==> config.mk <==
export PLATFORM = sky130hd
export DESIGN_NAME = irq_vec_prio
export DESIGN_NICKNAME = d
export VERILOG_FILES = /design/src/rtl/irq_vec_pkg.sv /design/src/rtl/ivp_pend.sv /design/src/rtl/ivp_ffs.sv /design/src/rtl/ivp_pick.sv /design/src/rtl/ivp_out.sv /design/src/rtl/irq_vec_prio.sv
export SDC_FILE = /design/constraint.sdc
export NUM_CORES = 1
export LEC_CHECK = 0
export BUFFER_PORTS_ARGS = -buffer_cell sky130_fd_sc_hd__buf_4
export CAP_MARGIN = 20
export CORE_AREA = 2 2 73 75
export CTS_CLUSTER_DIAMETER = 200
export DETAILED_ROUTE_END_ITERATION = 8
export DIE_AREA = 0 0 75 77
export SLEW_MARGIN = 10
export SYNTH_ARGS = -nofsm -noshare
export SYNTH_HDL_FRONTEND = slang
export SYNTH_SLANG_ARGS = --single-unit
==> constraint.sdc <==
create_clock -name clk -period 2.5 [get_ports clk]
set_clock_uncertainty 0.05 [all_clocks]
set_input_delay 0.375 -clock clk [delete_from_list [all_inputs] [get_ports clk]]
set_output_delay 0.375 -clock clk [all_outputs]
set_load 0.02 [all_outputs]
==> src/rtl/irq_vec_pkg.sv <==
package irq_vec_pkg;

  typedef enum logic [1:0] {
    SEL_NONE = 2'd0,
    SEL_NMI  = 2'd1,
    SEL_SRC  = 2'd2
  } sel_kind_t;

  // Eligibility of a source slot under the current map selection.
  function automatic logic slot_live(input int idx, input logic ext,
                                     input int leg_cnt, input logic rsv);
    return !rsv && (ext || (idx < leg_cnt));
  endfunction

endpackage

==> src/rtl/ivp_pend.sv <==
module ivp_pend #(
  parameter int NUM_SRC = 16
) (
  input  logic               clk,
  input  logic               rst_n,
  input  logic [NUM_SRC-1:0] req,
  input  logic [NUM_SRC-1:0] src_en,
  input  logic               nmi_in,
  input  logic [NUM_SRC-1:0] clr_src,
  input  logic               clr_nmi,
  output logic [NUM_SRC-1:0] pend,
  output logic               nmi_pend
);

  logic nmi_q;
  logic nmi_rise;

  assign nmi_rise = nmi_in & ~nmi_q;

  always_ff @(posedge clk) begin
    if (!rst_n) begin
      pend     <= '0;
      nmi_q    <= 1'b0;
      nmi_pend <= 1'b0;
    end else begin
      // A new strobe wins over a retire in the same cycle.
      pend     <= (pend & ~clr_src) | (req & src_en);
      nmi_q    <= nmi_in;
      nmi_pend <= (nmi_pend & ~clr_nmi) | nmi_rise;
    end
  end

endmodule

==> src/rtl/ivp_ffs.sv <==
module ivp_ffs #(
  parameter int N     = 16,
  parameter int IDX_W = 4
) (
  input  logic [N-1:0]     bits,
  output logic             found,
  output logic [IDX_W-1:0] idx
);

  always_comb begin
    found = 1'b0;
    idx   = '0;
    for (int i = N - 1; i >= 0; i--) begin
      if (bits[i]) begin
        found = 1'b1;
        idx   = IDX_W'(i);
      end
    end
  end

endmodule

==> src/rtl/ivp_pick.sv <==
module ivp_pick #(
  parameter int NUM_SRC = 16,
  parameter int IDX_W   = 4
) (
  input  logic [NUM_SRC-1:0] pend,
  input  logic [NUM_SRC-1:0] src_en,
  input  logic [NUM_SRC-1:0] lvl_src,
  input  logic               mask_i,
  input  logic               mask_ui,
  output logic               hit,
  output logic [IDX_W-1:0]   hit_idx
);

  logic               acc_hi, acc_lo;
  logic [NUM_SRC-1:0] cand [2];
  logic [1:0]         lane_hit;
  logic [IDX_W-1:0]   lane_idx [2];

  assign acc_hi  = ~(mask_i & mask_ui);
  assign acc_lo  = ~mask_i;
  assign cand[1] = pend & src_en & lvl_src  & {NUM_SRC{acc_hi}};
  assign cand[0] = pend & src_en & ~lvl_src & {NUM_SRC{acc_lo}};

  for (genvar l = 0; l < 2; l++) begin : g_lane
    ivp_ffs #(.N(NUM_SRC), .IDX_W(IDX_W)) u_ffs (
      .bits  (cand[l]),
      .found (lane_hit[l]),
      .idx   (lane_idx[l])
    );
  end

  assign hit     = |lane_hit;
  assign hit_idx = lane_hit[1] ? lane_idx[1] : lane_idx[0];

endmodule

==> src/rtl/ivp_out.sv <==
module ivp_out
  import irq_vec_pkg::*;
#(
  parameter int NUM_SRC  = 16,
  parameter int IDX_W    = 4,
  parameter int VEC_W    = 8,
  parameter int ADDR_W   = 10,
  parameter int LEG_BASE = 16,
  parameter int EXT_BASE = 64,
  parameter int NMI_VEC  = 7
) (
  input  logic               clk,
  input  logic               rst_n,
  input  logic               nmi_pend,
  input  logic               hit,
  input  logic [IDX_W-1:0]   hit_idx,
  input  logic               ext_map,
  input  logic               ack,
  output logic [NUM_SRC-1:0] clr_src,
  output logic               clr_nmi,
  output logic               valid,
  output logic [VEC_W-1:0]   vec,
  output logic [ADDR_W-1:0]  addr
);

  sel_kind_t        kind_q;
  logic [IDX_W-1:0] idx_q;
  logic             retire;
  logic [VEC_W-1:0] src_vec;

  assign retire  = valid & ack;
  assign src_vec = ext_map ? VEC_W'(EXT_BASE) + VEC_W'(hit_idx)
                           : VEC_W'(LEG_BASE) + VEC_W'(hit_idx);
  assign clr_nmi = retire & (kind_q == SEL_NMI);

  for (genvar i = 0; i < NUM_SRC; i++) begin : g_clr
    assign clr_src[i] = retire & (kind_q == SEL_SRC) & (idx_q == IDX_W'(i));
  end

  always_ff @(posedge clk) begin
    if (!rst_n) begin
      valid  <= 1'b0;
      vec    <= '0;
      addr   <= '0;
      kind_q <= SEL_NONE;
      idx_q  <= '0;
    end else if (retire) begin
      valid  <= 1'b0;
      kind_q <= SEL_NONE;
    end else if (!valid) begin
      if (nmi_pend) begin
        valid  <= 1'b1;
        kind_q <= SEL_NMI;
        vec    <= VEC_W'(NMI_VEC);
        addr   <= {VEC_W'(NMI_VEC), 2'b00};
      end else if (hit) begin
        valid  <= 1'b1;
        kind_q <= SEL_SRC;
        idx_q  <= hit_idx;
        vec    <= src_vec;
        addr   <= {src_vec, 2'b00};
      end
    end
  end

endmodule

==> src/rtl/irq_vec_prio.sv <==
module irq_vec_prio
  import irq_vec_pkg::*;
#(
  parameter int           NUM_SRC  = 16,
  parameter int           GRP_SIZE = 2,
  parameter int           VEC_W    = 8,
  parameter int           LEG_SRC  = 12,
  parameter int           LEG_BASE = 16,
  parameter int           EXT_BASE = 64,
  parameter int           NMI_VEC  = 7,
  parameter logic [15:0]  RSV_MAP  = 16'h0200,
  localparam int          NUM_GRP  = NUM_SRC / GRP_SIZE,
  localparam int          IDX_W    = $clog2(NUM_SRC),
  localparam int          ADDR_W   = VEC_W + 2
) (
  input  logic               clk,
  input  logic               rst_n,
  input  logic [NUM_SRC-1:0] irq_req,
  input  logic               nmi_in,
  input  logic [NUM_GRP-1:0] grp_level,
  input  logic               mask_i,
  input  logic               mask_ui,
  input  logic               ext_map,
  input  logic               irq_ack,
  output logic               irq_valid,
  output logic [VEC_W-1:0]   irq_vec,
  output logic [ADDR_W-1:0]  irq_addr
);

  logic [NUM_SRC-1:0] src_en;
  logic [NUM_SRC-1:0] lvl_src;
  logic [NUM_SRC-1:0] pend;
  logic [NUM_SRC-1:0] clr_src;
  logic               nmi_pend;
  logic               clr_nmi;
  logic               hit;
  logic [IDX_W-1:0]   hit_idx;

  for (genvar i = 0; i < NUM_SRC; i++) begin : g_src
    assign src_en[i]  = slot_live(i, ext_map, LEG_SRC, RSV_MAP[i]);
    assign lvl_src[i] = grp_level[i / GRP_SIZE];
  end

  ivp_pend #(.NUM_SRC(NUM_SRC)) u_pend (
    .clk      (clk),
    .rst_n    (rst_n),
    .req      (irq_req),
    .src_en   (src_en),
    .nmi_in   (nmi_in),
    .clr_src  (clr_src),
    .clr_nmi  (clr_nmi),
    .pend     (pend),
    .nmi_pend (nmi_pend)
  );

  ivp_pick #(.NUM_SRC(NUM_SRC), .IDX_W(IDX_W)) u_pick (
    .pend    (pend),
    .src_en  (src_en),
    .lvl_src (lvl_src),
    .mask_i  (mask_i),
    .mask_ui (mask_ui),
    .hit     (hit),
    .hit_idx (hit_idx)
  );

  ivp_out #(
    .NUM_SRC  (NUM_SRC),
    .IDX_W    (IDX_W),
    .VEC_W    (VEC_W),
    .ADDR_W   (ADDR_W),
    .LEG_BASE (LEG_BASE),
    .EXT_BASE (EXT_BASE),
    .NMI_VEC  (NMI_VEC)
  ) u_out (
    .clk      (clk),
    .rst_n    (rst_n),
    .nmi_pend (nmi_pend),
    .hit      (hit),
    .hit_idx  (hit_idx),
    .ext_map  (ext_map),
    .ack      (irq_ack),
    .clr_src  (clr_src),
    .clr_nmi  (clr_nmi),
    .valid    (irq_valid),
    .vec      (irq_vec),
    .addr     (irq_addr)
  );

endmodule

==> reports/qor.txt, run 1 <==
Critical path class = reg -> reg
Most frequent cell after synthesis = dfxtp_1
Port bufs = 42
HPWL Detailed = 3710 um
Worst Setup End Kind = flip-flop
Post-Syn Instances = 238
Period Utilization, post-route = 85.8%
IO Pins = 50
1st-iter DRT viols = 116
Final Util = 47.0%
Clock H-tree levels = 2
Maxcap violations = 0
Ys flop type = dfxtp_1
Synth warn = 0
Clock-pin slew on the worst setup and hold paths = 60 ps
Clk Latency, worst-skew pair = 280 ps
Ys async rst share = 0%
Max Buffers Root-to-Sink = 2
RSZ-0062 raised after global routing = no
Largest net degree at the start of global routing = 32
Gr ovfl total = 0
Synthesized area per cell = 8.41 um2
Layout cells sized above 1 = 21.9%
Drt total wl = 4830 um
Die X-Extent = 75 um
Initial Util = 40.2%
WHS = 253 ps
Crit start category = flip-flop
Post-layout minimum cycle time = 2150 ps
Post-synth design cell area = 0.00200 mm2
PwrDens = 557 mW/mm2
Cts repair resizes = 0
Die Y = 77 um
Area added between synthesis and finish = 16.8%
Max Slew Vio Count = 0
FMAX = 466 MHz
Status = finished clean
Diodes inserted = 0
Synth top cells by count = 30 x dfxtp_1, 24 x nand2_1, 20 x o21a_1, 18 x nor2_1, 12 x buf_4
Hold bufs inserted after CTS = 0
Min-delay worst type = in -> reg
Post-synth EDFFs = 0
Rows = 26
Root Buffer = clkbuf_8
CTS Sinks = 30
Initial antenna violation count = 0
Data arrival time of the critical path = 2320 ps
Worst-path fanout max = 10
Vias per cell = 5.36
Drt first pass iters = 4
Cts bufs inserted = 5
Critical Path RT = 2670 ps
Vias = 1821
Fin nets = 301
Peak supply drop = 0.435 mV
Fin. Hold Viols = 0
LEAKAGE = 0.000896 uW
Seq cells post-synth = 30
Post-route ant nets = 0
Postcts setup bufs = 0
Total Die Area = 0.00578 mm2
CTS tree = done
Global-route wire length before repair = 7810 um
Final setup viols = 0
Total track usage = 17.5%
Area share of the largest cell type after synthesis = 30.0%
Fill cells = 525
Register area share after synthesis = 30.0%
Post-synth top area cell = dfxtp_1
Dpl ws = 248 ps
Final estimated routing congestion in global placement = 0.769
Final worst slack = 354 ps
Top cells by area, synth = dfxtp_1 30%, o21a_1 7.5%, buf_4 4.5%
Final TNS setup = 0 ps
Number of global-route vias before repair = 1637
Core area = 0.00498 mm2
Distinct cell type count after synthesis = 61
Drt wl/cell = 14.2 um
Residual DRC = 0
[final timing paths]
check,start,to,slack (ps),cells after the start
worst min register to register,u_out.addr[5],u_out.addr[5],420,2
worst max register to register,u_pend.pend[3],u_out.addr[4],350,6
worst max-delay path,u_pend.pend[3],u_out.addr[4],350,6
worst min-delay path,irq_req[2],u_pend.pend[2],250,2
[per-layer routing]
metal / vias up / track usage [%] / routed length, um
li1: 926 / - / -
met1: 840 / 24.4 / 2310
met2: 51 / 25.9 / 2200
met4: 0 / 5.89 / 44
met5: - / 0 / 0
met3: 4 / 4.73 / 269
[critical path, stage by stage, from the launching register on]
cell and delay (ps):
dfxtp_1 360, o21a_1 220, o21ai_1 340, nand4_4 270
o31ai_4 450, a221o_1 270, o21a_1 130
[kinds of logic after synthesis]
| group | Yosys count | synth area share (%) |
|---|---|---|
| and+or+nand+nor | 92 | 25.2 |
| AOI/OAI and AO/OA | 89 | 35.8 |
| DFF | 30 | 30.0 |
| buffers and inverters | 26 | 8.82 |
| other | 1 | 0.187 |
[layout by cell type (no fill, tap or decap), drive strengths merged, types with 5 or more instances in the layout]
master / instances
a21boi: 11
o21a: 20
nand2: 25
clkbuf: 7
nand3: 5
nor2: 18
o21ai: 12
nor2b: 9
nand2b: 9
buf: 42
conb: 6
dfxtp: 30
a21oi: 9
[state kept, by name, indices dropped and copies added, names as in the netlist]
signal and flops:
u_pend.pend 15, u_out.idx_q 4, u_out.addr 6, u_out.kind_q 2, u_pend.nmi_q 1, u_pend.nmi_pend 1
u_out.valid 1
[power breakdown]
group	switching [uW]	internal, uW
Clock	162	191
Combinational	196	170
Sequential	58.9	523
[final cells by class]
cell class	count	area (um2)	share of cell area (%)
multi-input combinational	187	1240	53.2
clock buffer	7	76.3	3.27
timing repair buffer	42	315	13.5
sequential	30	601	25.7
tap	70	87.6	3.75
inverter	4	15.0	0.642
[stage by stage]
stage	total power [uW]	area [um2]	cells
after CTS	1310	2340	340
after floorplan	854	2020	243
after global routing	1380	2340	340
after global placement	956	2260	333
after detailed placement	958	2260	333
final	1300	2340	340
No activity file was read; power rests on OpenSTA's default activity.
==> inputs of run 2 (changes only) <==
--- a/config.mk
+++ b/config.mk
@@ -5,7 +5,7 @@
 export SDC_FILE = /design/constraint.sdc
 export NUM_CORES = 1
 export LEC_CHECK = 0
-export BUFFER_PORTS_ARGS = -buffer_cell sky130_fd_sc_hd__buf_4
+export BUFFER_PORTS_ARGS = -buffer_cell sky130_fd_sc_hd__buf_2
 export CAP_MARGIN = 20
 export CORE_AREA = 2 2 73 75
 export CTS_CLUSTER_DIAMETER = 200
==> reports/qor.txt, run 2 (synthesized netlist as in run 1, its figures left out) <==
Rows = 26 (unchanged)
Total track usage = 17.8% (was 17.5%)
LEAKAGE = 0.000881 uW (was 0.000896 uW)
Worst Hold Path Cells = 2 (unchanged)
Min-delay worst type = in -> reg (unchanged)
Fin. Hold Viols = 0 (unchanged)
Cts bufs inserted = 5 (unchanged)
Core area = 0.00498 mm2 (unchanged)
Port bufs = 42 (unchanged)
Layout cells sized above 1 = 22.7% (was 21.9%)
Drt wl/cell = 14.3 um (was 14.2 um)
RSZ-0062 raised after global routing = no (unchanged)
Clk Latency, worst-skew pair = 280 ps (about the same)
Initial Util = 40.2% (unchanged)
Gr ovfl total = 0 (unchanged)
Data arrival time of the critical path = 2280 ps (was 2320 ps)
R2R Path End = u_out.addr[4] (unchanged)
Final Util = 45.3% (was 47.0%)
Cts repair resizes = 0 (unchanged)
Commonest non-fill, non-tap cell in the layout = buf_2 (was buf_4)
Number of global-route vias before repair = 1627 (was 1637)
Peak supply drop = 0.442 mV (was 0.435 mV)
Post-route ant nets = 0 (unchanged)
Most frequent cells in the layout = 42 x buf_2, 30 x dfxtp_1, 24 x nand2_1 (was 42 x buf_4, 30 x dfxtp_1, 24 x nand2_1)
Clock-pin slew on the worst setup and hold paths = 60 ps (about the same)
Worst-path fanout max = 6 (was 10)
Postcts setup bufs = 0 (unchanged)
Largest register by flop count = u_pend.pend (unchanged)
Tot Pwr = 1280 uW (was 1300 uW)
Critical path class = reg -> reg (unchanged)
Footprint of the multi-input gates = 0.00124 mm2 (unchanged)
Area added between synthesis and finish = 12.7% (was 16.8%)
Initial antenna violation count = 0 (unchanged)
Final worst slack = 400 ps (was 354 ps)
Dpl ws = 224 ps (was 248 ps)
Clock H-tree levels = 2 (unchanged)
Root Buffer = clkbuf_8 (unchanged)
Top flop regs = u_pend.pend x15, u_out.addr x6, u_out.idx_q x4 (unchanged)
Diodes inserted = 0 (unchanged)
Reg-to-reg slack, setup = 400 ps (was 350 ps)
Worst hold start = irq_req[3] (was irq_req[2])
CTS Sinks = 30 (unchanged)
Vias per cell = 5.39 (was 5.36)
Residual DRC = 0 (unchanged)
Period Utilization, post-route = 84.0% (was 85.8%)
Maxcap violations = 0 (unchanged)
Crit start category = flip-flop (unchanged)
Die Y = 77 um (unchanged)
Max Slew Vio Count = 0 (unchanged)
Die X-Extent = 75 um (unchanged)
FMAX = 476 MHz (was 466 MHz)
R2R depth = 6 (unchanged)
Critical Path RT = 2670 ps (about the same)
Post-layout minimum cycle time = 2100 ps (was 2150 ps)
Drt first pass iters = 4 (unchanged)
Final TNS setup = 0 ps (unchanged)
Register area = 601 um2 (unchanged)
IO Pins = 50 (unchanged)
Vias = 1850 (was 1821)
Largest net degree at the start of global routing = 32 (unchanged)
Final estimated routing congestion in global placement = 0.774 (was 0.769)
Global-route wire length before repair = 7930 um (was 7810 um)
Max Buffers Root-to-Sink = 2 (unchanged)
Fin nets = 304 (was 301)
Total Die Area = 0.00578 mm2 (unchanged)
Status = finished clean (unchanged)
Worst r2r src = u_pend.pend[12] (was u_pend.pend[3])
Hold bufs inserted after CTS = 0 (unchanged)
Final setup viols = 0 (unchanged)
1st-iter DRT viols = 67 (was 116)
Drt total wl = 4910 um (was 4830 um)
Worst Setup End Kind = flip-flop (unchanged)
Number of flip-flops in the largest register = 15 (unchanged)
CTS tree = done (unchanged)
PwrDens = 569 mW/mm2 (was 557 mW/mm2)
Hold EP = u_pend.pend[3] (was u_pend.pend[2])
HPWL Detailed = 3790 um (was 3710 um)
Fill cells = 534 (was 525)
run 2: cell count changes in the layout (fill, tap and decap cells not counted):
cell,previous run,this run
buf_2,0,42
buf_4,42,3
run 2: final cells by class:
class	count	area share (%)
Tap cell	70	3.88
Timing Repair Buffer	45	10.3
Multi-Input combinational cell	187	55.1
Sequential cell	30	26.6
Clock buffer	7	3.39
Inverter	4	0.666
run 2: worst max path at each step:
| stage | cells after the start | end | slack [ps] | startpoint |
|---|---|---|---|---|
| 2_1_floorplan | 8 | u_out.addr[4] | 580 | mask_i |
| 3_3_place_gp | 7 | u_out.addr[4] | 230 | ext_map |
| 3_5_place_dp | 7 | u_out.idx_q[2] | 220 | ext_map |
| 4_1_cts | 6 | u_out.addr[4] | 400 | u_pend.pend[14] |
| 5_1_grt | 6 | u_out.addr[4] | 230 | u_pend.pend[1] |
| 6_report | 6 | u_out.addr[4] | 400 | u_pend.pend[12] |
run 2: routing by layer:
metal | GRT usage [%] | up-vias | share of wire (%)
li1 | - | 939 | -
met1 | 24.9 | 859 | 48
met2 | 27.4 | 44 | 46
met3 | 3.29 | 8 | 5.3
met4 | 5.36 | 0 | 1.4
met5 | 0 | - | 0
run 2: through the flow:
| stage | hold WS, ps | cells | cell area (um2) |
|---|---|---|---|
| after floorplan | 420 | 243 | 2020 |
| after global placement | 412 | 336 | 2180 |
| after detailed placement | 416 | 336 | 2180 |
| after CTS | 246 | 343 | 2250 |
| after global routing | 259 | 343 | 2250 |
| final | 249 | 343 | 2250 |
run 2: report_power, final:
group          switching (uW)  internal [uW]  leakage, uW
registers                57.2            523     0.000250
logic                     198            149     0.000593
clock network             165            191    0.0000383
run 2: worst max-delay path, cell delays in order, from the launching register on:
cell	delay, ps
dfxtp_1	350
or2_4	270
o2bb2ai_2	120
or3_1	500
o31ai_4	370
a221o_1	260
o21a_1	130
